**src/rtl/arith_flag_pkg.sv**
```systemverilog
`timescale 1ns/1ps
package arith_flag_pkg;

   typedef enum logic [2:0] {
      OP_ADD  = 3'd0,
      OP_ADC  = 3'd1,
      OP_SUB  = 3'd2,
      OP_SBC  = 3'd3,
      OP_RSB  = 3'd4,
      OP_RSC  = 3'd5,
      OP_RSV6 = 3'd6,
      OP_RSV7 = 3'd7
   } arith_op_e;

   typedef struct packed {
      logic neg;
      logic zero;
      logic carry;
      logic ovf;
   } cc_flags_t;

   localparam int unsigned OP_SEL_W = 3;

endpackage

```
**src/rtl/operand_steer.sv**
```systemverilog
`timescale 1ns/1ps
// Selects operand order, inversion and carry-in so that every operation
// reduces to a single x + y + cin addition.
module operand_steer
   import arith_flag_pkg::*;
#(
   parameter int unsigned WIDTH = 32
) (
   input  logic [WIDTH-1:0]    a_i,
   input  logic [WIDTH-1:0]    b_i,
   input  logic [OP_SEL_W-1:0] op_i,
   input  logic                carry_q_i,
   output logic [WIDTH-1:0]    x_o,
   output logic [WIDTH-1:0]    y_o,
   output logic                cin_o
);

   arith_op_e op_e;
   logic      swap;
   logic      invert;

   assign op_e = arith_op_e'(op_i);

   always_comb begin
      swap   = 1'b0;
      invert = 1'b0;
      cin_o  = 1'b0;
      unique case (op_e)
         OP_ADD: begin
            cin_o = 1'b0;
         end
         OP_ADC: begin
            cin_o = carry_q_i;
         end
         OP_SUB: begin
            invert = 1'b1;
            cin_o  = 1'b1;
         end
         OP_SBC: begin
            invert = 1'b1;
            cin_o  = carry_q_i;
         end
         OP_RSB: begin
            swap   = 1'b1;
            invert = 1'b1;
            cin_o  = 1'b1;
         end
         OP_RSC: begin
            swap   = 1'b1;
            invert = 1'b1;
            cin_o  = carry_q_i;
         end
         default: begin
            cin_o = 1'b0;
         end
      endcase
   end

   // swap happens before the inverter so carry/overflow describe b - a
   always_comb begin
      x_o = swap ? b_i : a_i;
      y_o = swap ? a_i : b_i;
      if (invert) begin
         y_o = ~y_o;
      end
   end

endmodule

```
**src/rtl/carry_adder.sv**
```systemverilog
`timescale 1ns/1ps
// W-bit adder that exposes both the carry into and out of the MSB.
module carry_adder #(
   parameter int unsigned WIDTH = 32,
   parameter int unsigned STYLE = 0   // 0: split behavioural, 1: bit ripple
) (
   input  logic [WIDTH-1:0] x_i,
   input  logic [WIDTH-1:0] y_i,
   input  logic             cin_i,
   output logic [WIDTH-1:0] sum_o,
   output logic             c_msb_in_o,
   output logic             c_out_o
);

   localparam int unsigned LOW_W = WIDTH - 1;

   generate
      if (STYLE == 0) begin : g_split
         logic [LOW_W:0] low_ext;
         logic [1:0]     top_ext;

         assign low_ext = {1'b0, x_i[LOW_W-1:0]}
                        + {1'b0, y_i[LOW_W-1:0]}
                        + {{LOW_W{1'b0}}, cin_i};
         assign top_ext = {1'b0, x_i[WIDTH-1]}
                        + {1'b0, y_i[WIDTH-1]}
                        + {1'b0, low_ext[LOW_W]};

         assign sum_o      = {top_ext[0], low_ext[LOW_W-1:0]};
         assign c_msb_in_o = low_ext[LOW_W];
         assign c_out_o    = top_ext[1];
      end else begin : g_ripple
         logic [WIDTH:0] chain;

         assign chain[0] = cin_i;
         for (genvar i = 0; i < WIDTH; i++) begin : g_bit
            assign sum_o[i]     = x_i[i] ^ y_i[i] ^ chain[i];
            assign chain[i+1]   = (x_i[i] & y_i[i]) | (chain[i] & (x_i[i] ^ y_i[i]));
         end
         assign c_msb_in_o = chain[WIDTH-1];
         assign c_out_o    = chain[WIDTH];
      end
   endgenerate

endmodule

```
**src/rtl/flag_gen.sv**
```systemverilog
`timescale 1ns/1ps
// Derives the four condition flags from the adder outputs.
module flag_gen
   import arith_flag_pkg::*;
#(
   parameter int unsigned WIDTH = 32
) (
   input  logic [WIDTH-1:0] sum_i,
   input  logic             c_msb_in_i,
   input  logic             c_out_i,
   output cc_flags_t        flags_o
);

   always_comb begin
      flags_o.neg   = sum_i[WIDTH-1];
      flags_o.zero  = ~|sum_i;
      flags_o.carry = c_out_i;
      flags_o.ovf   = c_msb_in_i ^ c_out_i;
   end

endmodule

```
**src/rtl/flag_reg.sv**
```systemverilog
`timescale 1ns/1ps
// Condition flag storage with write enable and synchronous reset.
module flag_reg
   import arith_flag_pkg::*;
(
   input  logic      clk,
   input  logic      rst_n,
   input  logic      we_i,
   input  cc_flags_t d_i,
   output cc_flags_t q_o
);

   always_ff @(posedge clk) begin
      if (!rst_n) begin
         q_o <= '0;
      end else if (we_i) begin
         q_o <= d_i;
      end
   end

   a_r10_hold: assert property (@(posedge clk) disable iff (!rst_n)
      !we_i |=> $stable(q_o))
      else $error("flags changed without write enable");

   a_r11_reset_clear: assert property (@(posedge clk)
      !rst_n |=> (q_o == '0))
      else $error("flags not cleared by reset");

endmodule

```
**src/rtl/arith_flag_unit.sv**
```systemverilog
`timescale 1ns/1ps
// Add/subtract unit with a four-bit condition flag register.
module arith_flag_unit
   import arith_flag_pkg::*;
#(
   parameter int unsigned WIDTH       = 32,
   parameter int unsigned ADDER_STYLE = 0
) (
   input  logic                clk,
   input  logic                rst_n,
   input  logic [WIDTH-1:0]    op_a,
   input  logic [WIDTH-1:0]    op_b,
   input  logic [OP_SEL_W-1:0] op_sel,
   input  logic                flag_we,
   output logic [WIDTH-1:0]    result,
   output logic                flag_n,
   output logic                flag_z,
   output logic                flag_c,
   output logic                flag_v
);

   generate
      if (WIDTH < 2) begin : g_bad_width
         $error("arith_flag_unit: WIDTH must be at least 2");
      end
      if (ADDER_STYLE > 1) begin : g_bad_style
         $error("arith_flag_unit: ADDER_STYLE must be 0 or 1");
      end
   endgenerate

   logic [WIDTH-1:0] add_x;
   logic [WIDTH-1:0] add_y;
   logic             add_cin;
   logic [WIDTH-1:0] add_sum;
   logic             add_c_msb_in;
   logic             add_c_out;
   cc_flags_t        flags_next;
   cc_flags_t        flags_q;

   operand_steer #(.WIDTH(WIDTH)) u_steer (
      .a_i       (op_a),
      .b_i       (op_b),
      .op_i      (op_sel),
      .carry_q_i (flags_q.carry),
      .x_o       (add_x),
      .y_o       (add_y),
      .cin_o     (add_cin)
   );

   carry_adder #(.WIDTH(WIDTH), .STYLE(ADDER_STYLE)) u_adder (
      .x_i        (add_x),
      .y_i        (add_y),
      .cin_i      (add_cin),
      .sum_o      (add_sum),
      .c_msb_in_o (add_c_msb_in),
      .c_out_o    (add_c_out)
   );

   flag_gen #(.WIDTH(WIDTH)) u_flags (
      .sum_i      (add_sum),
      .c_msb_in_i (add_c_msb_in),
      .c_out_i    (add_c_out),
      .flags_o    (flags_next)
   );

   flag_reg u_flag_reg (
      .clk   (clk),
      .rst_n (rst_n),
      .we_i  (flag_we),
      .d_i   (flags_next),
      .q_o   (flags_q)
   );

   assign result = add_sum;
   assign flag_n = flags_q.neg;
   assign flag_z = flags_q.zero;
   assign flag_c = flags_q.carry;
   assign flag_v = flags_q.ovf;

   a_r1_add_result: assert property (@(posedge clk) disable iff (!rst_n)
      (op_sel == OP_ADD) |-> (result == op_a + op_b))
      else $error("add result mismatch");

   a_r6_negative: assert property (@(posedge clk) disable iff (!rst_n)
      flag_we |=> (flag_n == $past(result[WIDTH-1])))
      else $error("negative flag mismatch");

   a_r7_zero: assert property (@(posedge clk) disable iff (!rst_n)
      flag_we |=> (flag_z == ($past(result) == '0)))
      else $error("zero flag mismatch");

   a_r8_no_borrow: assert property (@(posedge clk) disable iff (!rst_n)
      (flag_we && op_sel == OP_SUB) |=> (flag_c == ($past(op_a) >= $past(op_b))))
      else $error("carry after subtract is not no-borrow");

   a_r9_add_overflow: assert property (@(posedge clk) disable iff (!rst_n)
      (flag_we && op_sel == OP_ADD) |=>
         (flag_v == (($past(op_a[WIDTH-1]) == $past(op_b[WIDTH-1])) &&
                     ($past(result[WIDTH-1]) != $past(op_a[WIDTH-1])))))
      else $error("overflow after add mismatch");

endmodule

```
**config.mk**
```make
export PLATFORM = sky130hd
export DESIGN_NAME = arith_flag_unit
export DESIGN_NICKNAME = d
export VERILOG_FILES = /design/src/rtl/arith_flag_pkg.sv /design/src/rtl/operand_steer.sv /design/src/rtl/carry_adder.sv /design/src/rtl/flag_gen.sv /design/src/rtl/flag_reg.sv /design/src/rtl/arith_flag_unit.sv
export SDC_FILE = /design/constraint.sdc
export NUM_CORES = 1
export LEC_CHECK = 0
export BUFFER_PORTS_ARGS = -buffer_cell sky130_fd_sc_hd__buf_2
export CAP_MARGIN = 20
export CORE_ASPECT_RATIO = 1.75
export CORE_MARGIN = 2
export CORE_UTILIZATION = 41
export CTS_CLUSTER_SIZE = 8
export DETAILED_ROUTE_END_ITERATION = 8
export PLACE_DENSITY = 0.73
export SETUP_SLACK_MARGIN = 0.2
export SYNTH_ARGS = -nofsm -noshare
export SYNTH_HDL_FRONTEND = slang
export SYNTH_SLANG_ARGS = --single-unit
```
**constraint.sdc**
```tcl
create_clock -name clk -period 7.1 [get_ports clk]
set_input_delay 1.42 -clock clk [delete_from_list [all_inputs] [get_ports clk]]
set_output_delay 1.42 -clock clk [all_outputs]
set_load 0.02 [all_outputs]
```
==> run_results.csv <==
group,metric,value,unit
job,maxCapViolCount,0,
synth,synth_xor_area_frac,0.129,
sta,maxSlewHeadroom,0.386,
finish,multi_input_area,3190,um^2
setup_path,path_max_fanout,10,
setup_path,rr_startpoint,"u_flag_reg.q_o[1]",
finish,final_common_cell,"buf_2",
finish,reg_top3,"u_flag_reg.q_o x4",
placed_design,routabilityCongestion,0.945,
clock_tree,cts_tree,"done",
floorplanning,die-area,9550,um^2
placed_design,hpwlAfterDp,9850,um
clock_tree,clk_pin_slew,0.03,ns
setup_path,cp_slowest_cell,"fa_1",
detailed_routing,avgViaCountPerCell,5.60,
global_routing,antenna_found_initial,0,
synth,synth_area_per_cell,6.81,um^2
synth,synth_top_family_by_area,"compound AO/OA/AOI/OAI gates",
pwr,clkPwrFrac,0.111,
setup_path,path_class,"primary input to primary output",
finish,regArea,80.1,um^2
synth,synth_area_leader_cell,"ha_1",
finish,top_register,"u_flag_reg.q_o",
synth,synthAdderAreaFrac,0.121,
synth,yosysUniqueCellTypes,64,
floorplanning,floorplan.initialDensity,0.417,
clock_tree,cts_made_buffers,3,
synth,synthArstFlopShare,0,
detailed_routing,drc,0,
detailed_routing,dr.pass1.iters,4,
min_path,holdPathStages,1,
clock_tree,clock-sinks,4,
global_routing,grt_overflow,0,
setup_path,cp.required,5.68,ns
finish,num-fill-cells,912,
sta,fmax,151,MHz
synth,netlist_area,3590,um^2
sta,period_needed,6.61,ns
finish,final_cell_mix,"buf_2 (104), nand2_1 (73), o21ai_0 (61)",
global_routing,grt_use_total,0.245,
sta,fin_setup_tns,0,ns
outcome,status,"completed",
floorplanning,core,8610,um^2
synth,ys_warn_count,0,
clock_tree,hold_buffers,0,
synth,synth_top_cells_by_area,"ha_1 (10%), xnor2_1 (10%), mux2i_1 (8.6%), o21ai_0 (8.5%), nand2_1 (7.6%)",
synth,synth_simple_gate_area_frac,0.205,
sta,hold_viol,0,
clock_tree,cts_buffer_depth,2,
floorplanning,die_h,128,um
pwr,comb_power_share,0.857,
global_routing,grt_pass1_vias,4171,
sta,rsz0062_at_grt,"no",
setup_path,worstPathCellList,"buf_4, nor2b_4, buf_12, mux2_2, ha_1, and3_1, or4b_1, a21oi_1, nor3_1, a2111oi_2, a221oi_2, o21bai_1, a21oi_2, fa_1, inv_1, buf_2",
floorplanning,ios,106,
clock_tree,root_buffer,"clkbuf_16",
finish,area_delta_synth_final,22.1,%
pwr,peakVddDrop,98.8,uV
detailed_routing,wl,11900,um
global_routing,grt_pass1_wl,18700,um
setup_path,slowest_delay,0.56,ns
sta,setup_viol,0,
pwr,p_leak,0.00210,uW
floorplanning,num_rows,45,
clock_tree,clk_latency,0.22,ns
clock_tree,htreeDepth,1,
synth,ys_seq_area_frac,0.0223,
synth,syn_inst,527,
finish,drive_gt1_frac,0.261,
detailed_routing,avgRoutedWirePerCell,16.1,um
finish,largest_reg_flops,4,
synth,synth-seq-cells,4,
setup_path,reg2regPathDepth,23,
detailed_routing,postRouteAntennaNets,0,
pwr,intPower,354,uW
sta,finalMaxSlewViolations,0,
floorplanning,die_x,74.7,um
sta,fin_crit_sh,0.931,
finish,finalNetCount,730,
min_path,holdCritStartpoint,"u_flag_reg.q_o[1]",
placed_design,io_buffers,105,
sta,skew,0.00175,ns
synth,yosys_most_used_dff,"dfxtp_1",
global_routing,grt_max_degree,66,
pwr,p_sw_frac,0.559,
synth,synth_compound_area_frac,0.296,
setup_path,ff2ff_setup_slack,1.98,ns
synth,synth_edf_count,0,
synth,synth_largest_type_area_fraction,0.105,
detailed_routing,via_count,4155,
synth,synth_mux_area_frac,0.133,
pwr,power.total,802,uW
min_path,hold_end,"u_flag_reg.q_o[1]",
pwr,p_switching,448,uW
pwr,power_frac_seq,0.032,
detailed_routing,drt_iter0_markers,186,
synth,syn_nets,630,
sta,worst_pin_slew,0.909,ns
setup_path,r2r_end,"u_flag_reg.q_o[2]",
setup_path,crit_arrival,5.19,ns
min_path,min_path_type,"flop to flop",
pwr,p_per_area,183,nW/um^2
setup_path,start_kind,"primary input",
setup_path,worstSetupEndpointType,"primary output",
finish,antenna_cells,0,
-- cell usage after synthesis, drive strengths merged (3+ instances only) --
library cell  instances
xor2                 12
mux2i                31
a2111oi               7
nand4                 9
o31ai                 4
dfxtp                 4
nor2b                 3
ha                   30
o21a                  7
nand3                10
clkbuf               17
nor3                 15
inv                  40
o21ai                67
o21bai                5
a21oi                42
xnor2                41
buf                  14
mux2                 15
nand2                73
and2                  4
a31oi                 3
a21o                 12
nor2                 19
or3                   4
nor4                  3
a211oi                5
fa                    3
-- cell type report --
| type | instances | area share |
|---|---|---|
| clock buffer | 3 | 0.0171 |
| inverter | 40 | 0.0342 |
| multi-input combinational | 452 | 0.727 |
| sequential | 4 | 0.0183 |
| tap | 117 | 0.0334 |
| timing repair buffer | 126 | 0.170 |
-- worst max-delay path, delay by kind of cell --
family          cells  cell delay (ns)
simple gates        4             0.97
fa+ha+maj           2             0.85
buf+inv             4             0.50
mux                 1             0.33
compound gates      5             1.11
-- how the worst max path moves through the flow --
stage / startpoint / to / slack [ns] / cells after the start
global placement: op_sel[2] / u_flag_reg.q_o[2] / 0.43 / 23
detailed placement: op_sel[2] / u_flag_reg.q_o[2] / 0.24 / 23
floorplan: op_sel[2] / result[31] / 0.38 / 17
global route: op_sel[2] / u_flag_reg.q_o[2] / 0.18 / 24
CTS: op_sel[2] / u_flag_reg.q_o[2] / 0.47 / 23
finish: op_sel[2] / result[31] / 0.49 / 16
-- logic make-up (layout without fill, tap and decap cells) --
family,count (synthesis),count (layout)
buffers and inverters,71,169
xor gates and xnor gates,53,53
AOI/OAI and AO/OA,167,167
muxes,46,46
adders and majority gates,33,33
DFF,4,4
and+or+nand+nor,153,153
-- routing by layer --
| layer | share of wire | up-vias | GRT usage |
|---|---|---|---|
| li1 | - | 2089 | - |
| met1 | 0.35 | 1918 | 0.232 |
| met2 | 0.56 | 106 | 0.490 |
| met3 | 0.032 | 42 | 0.0142 |
| met4 | 0.056 | 0 | 0.128 |
| met5 | 0 | - | 0 |
-- power by group through the flow --
stage | Clock [uW] | Combinational [uW] | Sequential, uW
2_1_floorplan | 0 | 469 | 28.5
3_3_place_gp | 0 | 666 | 26.1
5_1_grt | 90.0 | 742 | 26.1
3_5_place_dp | 0 | 671 | 26.3
6_report | 88.9 | 687 | 25.9
4_1_cts | 89.5 | 675 | 25.9
-- through the flow --
step / util / instances / cell area (um^2) / worst slack (ns) / hold slack, ns
5_1_grt: 0.509 / 742 / 4380 / 0.176 / 0.523
4_1_cts: 0.500 / 739 / 4310 / 0.473 / 0.507
3_5_place_dp: 0.492 / 736 / 4240 / 0.242 / 0.500
6_report: 0.509 / 742 / 4380 / 0.489 / 0.499
3_3_place_gp: 0.492 / 736 / 4240 / 0.429 / 0.490
2_1_floorplan: - / 527 / 3590 / 0.381 / 0.550
-- what timing repair did --
action | CTS | global route
gates resized for setup | 0 | 5
setup endpoints to repair | 0 | 2
buffers inserted | 0 | 2
Note: power is estimated with default switching activity, not from simulation.
